$ cat config.mk
export PLATFORM = sky130hd
export DESIGN_NAME = pllc_top
export DESIGN_NICKNAME = d
export VERILOG_FILES = /design/src/rtl/pllc_pkg.sv /design/src/rtl/pllc_sync.sv /design/src/rtl/pllc_shift.sv /design/src/rtl/pllc_cfg.sv /design/src/rtl/pllc_clkgen.sv /design/src/rtl/pllc_top.sv
export SDC_FILE = /design/constraint.sdc
export NUM_CORES = 1
export LEC_CHECK = 0
export ABC_AREA = 1
export CORE_UTILIZATION = 57
export DETAILED_ROUTE_END_ITERATION = 6
export PLACE_DENSITY_LB_ADDON = 0.1
export SLEW_MARGIN = 20
export SYNTH_ARGS = -nofsm -noshare
export SYNTH_HDL_FRONTEND = slang
export SYNTH_SLANG_ARGS = --single-unit
$ cat constraint.sdc
create_clock -name clk -period 2.4 [get_ports clk]
set_input_delay 0.24 -clock clk [delete_from_list [all_inputs] [get_ports clk]]
set_output_delay 0.24 -clock clk [all_outputs]
set_load 0.02 [all_outputs]
$ cat src/rtl/pllc_pkg.sv
// Package: shared widths and test-select encoding for the synthesizer controller.
// Assumes: the frame is T, then N, then M, most significant bit first.
package pllc_pkg;
    localparam int M_W = 7;
    localparam int N_W = 2;
    localparam int T_W = 3;
    localparam int FRAME_W = T_W + N_W + M_W;

    typedef enum logic [2:0] {
        TS_SHIFT   = 3'b000,
        TS_ONE     = 3'b001,
        TS_REFDIV2 = 3'b010,
        TS_MCOUNT  = 3'b011,
        TS_FOUT    = 3'b100,
        TS_ZERO    = 3'b101,
        TS_BYPASS  = 3'b110,
        TS_FOUTD4  = 3'b111
    } test_sel_e;
endpackage

$ cat src/rtl/pllc_sync.sv
// Module: multi-stage level synchronizer into the system clock domain.
// Assumes: STAGES >= 2; the input is held longer than STAGES+1 clocks.
module pllc_sync #(
    parameter int STAGES = 2
) (
    input  logic clk,
    input  logic rst_n,
    input  logic d,
    output logic q
);
    logic [STAGES-1:0] stage_q;

    // Shift the raw input through the flop chain; reset clears it.
    always_ff @(posedge clk) begin
        if (!rst_n) stage_q <= '0;
        else        stage_q <= {stage_q[STAGES-2:0], d};
    end

    assign q = stage_q[STAGES-1];
endmodule

$ cat src/rtl/pllc_shift.sv
// Module: serial shift register clocked by detected rising edges of the serial clock.
// Assumes: sclk_lvl and sdata_lvl are already synchronized with equal latency.
module pllc_shift #(
    parameter int W = 12
) (
    input  logic         clk,
    input  logic         rst_n,
    input  logic         sclk_lvl,
    input  logic         sdata_lvl,
    output logic [W-1:0] frame,
    output logic         sout
);
    logic sclk_prev;
    logic shift_en;

    assign shift_en = sclk_lvl & ~sclk_prev;

    // Remember the last serial clock level for edge detection.
    always_ff @(posedge clk) begin
        if (!rst_n) sclk_prev <= 1'b0;
        else        sclk_prev <= sclk_lvl;
    end

    // Shift new data into bit 0 on each serial clock rise.
    always_ff @(posedge clk) begin
        if (!rst_n)        frame <= '0;
        else if (shift_en) frame <= {frame[W-2:0], sdata_lvl};
    end

    assign sout = frame[W-1];

    // the newest bit is the sampled data.
    assert_shift_in_R2: assert property (@(posedge clk) disable iff (!rst_n)
        shift_en |=> frame[0] == $past(sdata_lvl));
    // without a serial clock rise the register holds.
    assert_shift_hold_R2: assert property (@(posedge clk) disable iff (!rst_n)
        !shift_en |=> $stable(frame));
endmodule

$ cat src/rtl/pllc_cfg.sv
// Module: held M/N/T configuration, loaded serially on a load-strobe rise
// or in parallel from pins while the parallel-load level is high.
// Assumes: strobes are synchronized; pins are stable while pload is high.
module pllc_cfg
    import pllc_pkg::*;
(
    input  logic               clk,
    input  logic               rst_n,
    input  logic               sload_lvl,
    input  logic               pload_lvl,
    input  logic [FRAME_W-1:0] frame,
    input  logic [M_W-1:0]     m_pin,
    input  logic [N_W-1:0]     n_pin,
    output logic [M_W-1:0]     m_q,
    output logic [N_W-1:0]     n_q,
    output logic [T_W-1:0]     t_q
);
    localparam int T_LSB = N_W + M_W;
    localparam int N_LSB = M_W;

    logic sload_prev;
    logic ld_rise;

    assign ld_rise = sload_lvl & ~sload_prev;

    // Remember the last strobe level for edge detection.
    always_ff @(posedge clk) begin
        if (!rst_n) sload_prev <= 1'b0;
        else        sload_prev <= sload_lvl;
    end

    // Test code comes only from the shift register on a strobe rise.
    always_ff @(posedge clk) begin
        if (!rst_n)       t_q <= '0;
        else if (ld_rise) t_q <= frame[T_LSB +: T_W];
    end

    // Divider fields: pins win while pload is high, else the strobe loads them.
    always_ff @(posedge clk) begin
        if (!rst_n) begin
            m_q <= '0;
            n_q <= '0;
        end else if (pload_lvl) begin
            m_q <= m_pin;
            n_q <= n_pin;
        end else if (ld_rise) begin
            m_q <= frame[0 +: M_W];
            n_q <= frame[N_LSB +: N_W];
        end
    end

    // no load activity means every field holds.
    assert_cfg_hold_R3: assert property (@(posedge clk) disable iff (!rst_n)
        (!ld_rise && !pload_lvl) |=> $stable({m_q, n_q, t_q}));
    // parallel load never touches the test code.
    assert_pload_keeps_t_R4: assert property (@(posedge clk) disable iff (!rst_n)
        (pload_lvl && !ld_rise) |=> $stable(t_q));
    // with both loads active, M and N follow the pins.
    assert_pload_priority_R5: assert property (@(posedge clk) disable iff (!rst_n)
        (pload_lvl && ld_rise) |=> (m_q == $past(m_pin)) && (n_q == $past(n_pin)));
endmodule

$ cat src/rtl/pllc_clkgen.sv
// Module: feedback down-counter, power-of-two output divider, reference /2
// and output /4 toggles, all driven by edges detected in the system clock.
// Assumes: all level inputs are synchronized; bypass selects sclk as source.
module pllc_clkgen #(
    parameter int M_W = 7,
    parameter int N_W = 2
) (
    input  logic           clk,
    input  logic           rst_n,
    input  logic           bypass,
    input  logic           sclk_lvl,
    input  logic           synth_lvl,
    input  logic           ref_lvl,
    input  logic [M_W-1:0] m,
    input  logic [N_W-1:0] n,
    output logic           mout,
    output logic           fout,
    output logic           fout_div4,
    output logic           ref_div2
);
    localparam int DIV_W = (1 << N_W) - 1;

    logic             sclk_prev, synth_prev, ref_prev, fout_prev;
    logic             src_lvl, src_rise, ref_rise, fout_rise;
    logic [M_W-1:0]   mcnt;
    logic [DIV_W-1:0] div_cnt;
    logic [1:0]       d4_cnt;
    logic             fout_sel;

    // Store previous levels of every edge-detected signal.
    always_ff @(posedge clk) begin
        if (!rst_n) begin
            sclk_prev  <= 1'b0;
            synth_prev <= 1'b0;
            ref_prev   <= 1'b0;
            fout_prev  <= 1'b0;
        end else begin
            sclk_prev  <= sclk_lvl;
            synth_prev <= synth_lvl;
            ref_prev   <= ref_lvl;
            fout_prev  <= fout;
        end
    end

    // Pick the counter source: serial clock in bypass, else synthesized clock.
    always_comb begin
        if (bypass) begin
            src_lvl  = sclk_lvl;
            src_rise = sclk_lvl & ~sclk_prev;
        end else begin
            src_lvl  = synth_lvl;
            src_rise = synth_lvl & ~synth_prev;
        end
    end

    assign ref_rise  = ref_lvl & ~ref_prev;
    assign fout_rise = fout & ~fout_prev;

    // Reference divide-by-2 toggle.
    always_ff @(posedge clk) begin
        if (!rst_n)        ref_div2 <= 1'b0;
        else if (ref_rise) ref_div2 <= ~ref_div2;
    end

    // Feedback down-counter: reload from M and toggle the output at zero.
    always_ff @(posedge clk) begin
        if (!rst_n) begin
            mcnt <= '0;
            mout <= 1'b0;
        end else if (src_rise) begin
            if (mcnt == '0) begin
                mcnt <= m;
                mout <= ~mout;
            end else begin
                mcnt <= mcnt - 1'b1;
            end
        end
    end

    // Free-running binary divider chain on source rises.
    always_ff @(posedge clk) begin
        if (!rst_n)        div_cnt <= '0;
        else if (src_rise) div_cnt <= div_cnt + 1'b1;
    end

    // Choose the divider tap named by N; code 0 passes the source level.
    always_comb begin
        fout_sel = src_lvl;
        for (int k = 1; k <= DIV_W; k++) begin
            if (n == N_W'(k)) fout_sel = div_cnt[k-1];
        end
    end

    // Register the output clock.
    always_ff @(posedge clk) begin
        if (!rst_n) fout <= 1'b0;
        else        fout <= fout_sel;
    end

    // Output divide-by-4 counter on output clock rises.
    always_ff @(posedge clk) begin
        if (!rst_n)         d4_cnt <= '0;
        else if (fout_rise) d4_cnt <= d4_cnt + 1'b1;
    end

    assign fout_div4 = d4_cnt[1];

    // the reference toggle moves only on a reference rise.
    assert_ref_div2_hold_R8: assert property (@(posedge clk) disable iff (!rst_n)
        !ref_rise |=> $stable(ref_div2));
    // the feedback output moves only on a source rise.
    assert_mout_hold_R9: assert property (@(posedge clk) disable iff (!rst_n)
        !src_rise |=> $stable(mout));
    // in bypass, synthesized clock edges alone move no counter.
    assert_bypass_ignores_synth_R11: assert property (@(posedge clk) disable iff (!rst_n)
        (bypass && !(sclk_lvl & ~sclk_prev)) |=> $stable({mout, div_cnt}));
    // the /4 counter moves only on an output rise.
    assert_div4_hold_R12: assert property (@(posedge clk) disable iff (!rst_n)
        !fout_rise |=> $stable(d4_cnt));
endmodule

$ cat src/rtl/pllc_top.sv
// Module: top of the synthesizer control section. It synchronizes the inputs,
// holds the configuration, generates the divided clocks and drives the test mux.
// Assumes: every asynchronous input is held for at least 3 system clocks.
module pllc_top
    import pllc_pkg::*;
#(
    parameter int SYNC_STAGES = 2
) (
    input  logic           clk,
    input  logic           rst_n,
    input  logic           sclk,
    input  logic           sdata,
    input  logic           sload,
    input  logic           pload,
    input  logic [M_W-1:0] m_pin,
    input  logic [N_W-1:0] n_pin,
    input  logic           ref_clk,
    input  logic           synth_clk,
    output logic [M_W-1:0] m_cfg,
    output logic [N_W-1:0] n_cfg,
    output logic [T_W-1:0] t_cfg,
    output logic           bypass,
    output logic           fout,
    output logic           mcnt_out,
    output logic           test_out
);
    localparam int NSYNC = 6;

    logic [NSYNC-1:0]   raw_in, sync_lvl;
    logic [FRAME_W-1:0] frame;
    logic               sout, fout_div4, ref_div2;

    assign raw_in = {synth_clk, ref_clk, pload, sload, sdata, sclk};

    // One synchronizer per asynchronous input.
    for (genvar gi = 0; gi < NSYNC; gi++) begin : g_sync
        pllc_sync #(.STAGES(SYNC_STAGES)) u_sync (
            .clk   (clk),
            .rst_n (rst_n),
            .d     (raw_in[gi]),
            .q     (sync_lvl[gi])
        );
    end

    pllc_shift #(.W(FRAME_W)) u_shift (
        .clk       (clk),
        .rst_n     (rst_n),
        .sclk_lvl  (sync_lvl[0]),
        .sdata_lvl (sync_lvl[1]),
        .frame     (frame),
        .sout      (sout)
    );

    pllc_cfg u_cfg (
        .clk       (clk),
        .rst_n     (rst_n),
        .sload_lvl (sync_lvl[2]),
        .pload_lvl (sync_lvl[3]),
        .frame     (frame),
        .m_pin     (m_pin),
        .n_pin     (n_pin),
        .m_q       (m_cfg),
        .n_q       (n_cfg),
        .t_q       (t_cfg)
    );

    assign bypass = (t_cfg == TS_BYPASS);

    pllc_clkgen #(.M_W(M_W), .N_W(N_W)) u_clkgen (
        .clk       (clk),
        .rst_n     (rst_n),
        .bypass    (bypass),
        .sclk_lvl  (sync_lvl[0]),
        .synth_lvl (sync_lvl[5]),
        .ref_lvl   (sync_lvl[4]),
        .m         (m_cfg),
        .n         (n_cfg),
        .mout      (mcnt_out),
        .fout      (fout),
        .fout_div4 (fout_div4),
        .ref_div2  (ref_div2)
    );

    // Route one internal signal to the test pin according to the test code.
    always_comb begin
        case (test_sel_e'(t_cfg))
            TS_SHIFT:   test_out = sout;
            TS_ONE:     test_out = 1'b1;
            TS_REFDIV2: test_out = ref_div2;
            TS_MCOUNT:  test_out = mcnt_out;
            TS_FOUT:    test_out = fout;
            TS_ZERO:    test_out = 1'b0;
            TS_BYPASS:  test_out = mcnt_out;
            default:    test_out = fout_div4;
        endcase
    end

    // the constant codes drive the pin even when other signals move.
    assert_const_codes_R7: assert property (@(posedge clk) disable iff (!rst_n)
        (t_cfg == 3'b001 |-> test_out) and (t_cfg == 3'b101 |-> !test_out));
endmodule

==> metrics.md <==
| Metric | Value |
|---|---|
| Status | complete, no violations |
| R2r worst-path depth | 7 |
| Most common cell after layout, fill and taps aside | nand2_1 |
| Crit Path Max Fanout | 8 |
| Power, Total | between 1.5 and 2 mW |
| Number of global-route vias before repair | 1745 |
| DRC | 0 |
| Cts repair resizes | 0 |
| Initial core utilization | between 60% and 70% |
| Total negative setup slack | 0 ns |
| Top_reg_cell synth | dfxtp_1 |
| Final Cycle Share | roughly 85% |
| R2R Path End | u_clkgen.mcnt[1]$_SDFFE_PN0P_ |
| Layout cells sized above 1 | roughly 5% |
| WL/cell | 11.9 µm |
| Gr ovfl total | 0 |
| Post-cts hold buffer count | 0 |
| Max-slew violations | 0 |
| Rows | 22 |
| CTS Sinks | 56 |
| H-tree depth | 2 |
| WP data required | 2.16 ns |
| Clock latency on the worst-skew pair | 0.31 ns |
| Warnings, synthesis | 0 |
| Final setup viols | 0 |
| Die X | 65.8 µm |
| Setup crit start | u_cfg.t_q[2]$_SDFFE_PN0P_ |
| Worst stage delay on the critical path | about 0.6 ns |
| Pwr/cell area | 684 nW/µm² |
| Final ANT Viol Nets | 0 |
| CP endpoint | test_out |
| Max clock buf depth | 2 |
| Root Buffer | clkbuf_8 |
| Die area | ~4300 µm² |
| Worst rel slew slack | 69.3% |
| Yosys cell types | 26 |
| Most frequent cells in the layout | nand2_1, dfxtp_1, inv_1 |
| Vias per inst | a little over 5 |
| Pre-antenna DRT Iters | 4 |
| Reg area | between 1000 and 1500 µm² |
| Die Y | 65.8 µm |
| DP HPWL | 3.17 mm |
| Final Hold Violating Endpoints | 0 |
| Worst Hold Depth | 2 |
| Port Buffer Count | 32 |
| Tmin final | ~2.0 ns |
| Worst path slowest cell | clkdlybuf4s50_1 |
| CP Launch Type | flop |
| Sequential share of the synthesized area | approximately half |
| First-pass GRT wire length | around 7.7 mm |
| Top Ports | 33 |
| Detailed Route Iter0 Violations | 133 |
| Syn_nets | about 340 |
| Hold WC Path Type | reg2reg |
| Highest clock rate | between 400 and 500 MHz |
| Ys async rst share | 0% |
| Total global-route track usage | between 20% and 30% |
| Number of antenna diodes | 0 |
| CTS tree | built |
| RSZ-0062 raised after global routing | false |
| Core area | roughly 3800 µm² |
| Syn-to-layout area delta | 19.0% |
| Fillers | around 300 |
| CP cell instances | nand2_2 > nor2_4 > o21ai_0 > nand4_1 > clkdlybuf4s50_1 |
| CP arrival | between 1.5 and 2 ns |
| Maximum vdd ir drop | roughly 0.43 mV |
| Setup CP Type | reg2out |
| Largest net degree at the start of global routing | 46 |
| Launching point of the worst reg2reg path | u_clkgen.mcnt[0]$_SDFFE_PN0P_ |
| R2R Setup Slk | between 0.7 and 0.8 ns |
| Final wirelength | 4.70 mm |
| Worst-path clk slew | ~0.1 ns |
| Final Skew | about 0.009 ns |
| Syn avg cell area | 7.30 µm² |
| Area of the multi-input gates | 960 µm² |
| Leak | between 1 and 1.5 nW |
| Setup Fix Bufs, Post-CTS | 0 |
| Synth Register Bits | 56 |
| Antenna violations before repair | 0 |
| Crit end category | output port |
| Max-Cap Viols | 0 |
| Synthesized area | approximately 2300 µm² |
| NumNets Final | 367 |
| Worst Max-Slew Pin Slew | about 0.46 ns |
| Cts bufs inserted | 5 |
| GPL Wtd Cong | slightly above 0.8 |
| Number of flops mapped to enable cells by yosys | 0 |
| Post-synthesis cell count | around 320 |
| Final core occ | 73.3% |
| Vias | around 2k |
sequential cells by signal, indices dropped and copies added, names as in the netlist:
register / cells
u_clkgen.mcnt: 7
u_clkgen.ref_div2: 1
u_cfg.m_q: 7
u_cfg.sload_prev: 1
u_clkgen.ref_prev: 1
u_cfg.t_q: 3
u_clkgen.sclk_prev: 1
u_clkgen.div_cnt: 3
u_clkgen.mout: 1
u_clkgen.fout_prev: 1
u_shift.frame: 12
u_clkgen.synth_prev: 1
u_clkgen.d4_cnt: 2
u_clkgen.fout: 1
u_cfg.n_q: 2
g_sync.u_sync.stage_q: 12
worst min path at each step:
stage	slack [ns]	to	from
after floorplan	0.34	g_sync[0].u_sync.stage_q[0]$_SDFF_PN0_	sclk
after global placement	0.39	g_sync[2].u_sync.stage_q[1]$_SDFF_PN0_	g_sync[2].u_sync.stage_q[0]$_SDFF_PN0_
after detailed placement	0.40	g_sync[2].u_sync.stage_q[1]$_SDFF_PN0_	g_sync[2].u_sync.stage_q[0]$_SDFF_PN0_
after CTS	0.42	g_sync[2].u_sync.stage_q[1]$_SDFF_PN0_	g_sync[2].u_sync.stage_q[0]$_SDFF_PN0_
after global routing	0.44	g_sync[2].u_sync.stage_q[1]$_SDFF_PN0_	g_sync[2].u_sync.stage_q[0]$_SDFF_PN0_
final	0.42	g_sync[2].u_sync.stage_q[1]$_SDFF_PN0_	g_sync[2].u_sync.stage_q[0]$_SDFF_PN0_
routing by layer:
| metal | vias up | wire length [µm] | global-route usage (%) | part of all wire, % |
|---|---|---|---|---|
| li1 | 1054 | - | - | - |
| met1 | 891 | 2220 | 30.4 | 47 |
| met2 | 41 | 2200 | 38.8 | 47 |
| met3 | 12 | 186 | 5.17 | 4.0 |
| met4 | 0 | 95 | 9.51 | 2.0 |
| met5 | - | 0 | 0 | 0 |
power breakdown:
part | switching (mW) | total (mW) | internal [mW]
clock | 0.308 | 0.624 | 0.316
combinational | 0.148 | 0.254 | 0.107
sequential | 0.0384 | 1.01 | 0.974
total | 0.494 | 1.89 | 1.40
final cells by class:
class                   count  area share (%)
clock buffers               6            2.63
clock inverters             2            1.40
inverters                  47            6.38
multi-input cells         203            34.7
flip-flops and latches     56            40.6
well taps                  48            2.17
repair buffers             34            12.1
worst max-delay path, delay by kind of cell (launching register included):
kind / cells / cell delay, ns
AO/OA/AOI/OAI: 1 / 0.09
buffers and inverters: 1 / 0.60
flip-flops: 1 / 0.48
AND/OR/NAND/NOR: 3 / 0.33
cells in the mapped netlist, types with 2 or more instances:
cell	instances	share of area, %
o21ai_0	29	6.3
dfxtp_1	56	48
a21oi_1	16	3.4
nor2_1	42	6.8
buf_2	4	0.86
inv_1	46	7.4
nand4_1	2	0.54
a31oi_1	9	2.4
nand3_1	18	3.9
ha_1	3	1.6
xor2_1	2	0.75
buf_6	2	0.97
nand2_1	70	11
nand2_2	2	0.54
clkbuf_1	6	0.97
metrics by stage:
stage          hold slack [ns]  std cells  worst slack (ns)  cell area (µm²)
3_3_place_gp             0.391        388             0.738             2650
2_1_floorplan            0.338        318             0.977             2320
5_1_grt                  0.443        396             0.230             2760
4_1_cts                  0.418        396             0.351             2760
3_5_place_dp             0.396        388             0.708             2650
6_report                 0.419        396             0.352             2760
cell families after synthesis:
family / count (synthesis) / synth area share [%]
compound gates: 58 / 13.4
xor+xnor: 3 / 1.13
fa+ha+maj: 3 / 1.62
simple gates: 139 / 25.2
buf+inv: 59 / 10.4
flops: 56 / 48.3
No activity file was read; power rests on OpenSTA's default activity.
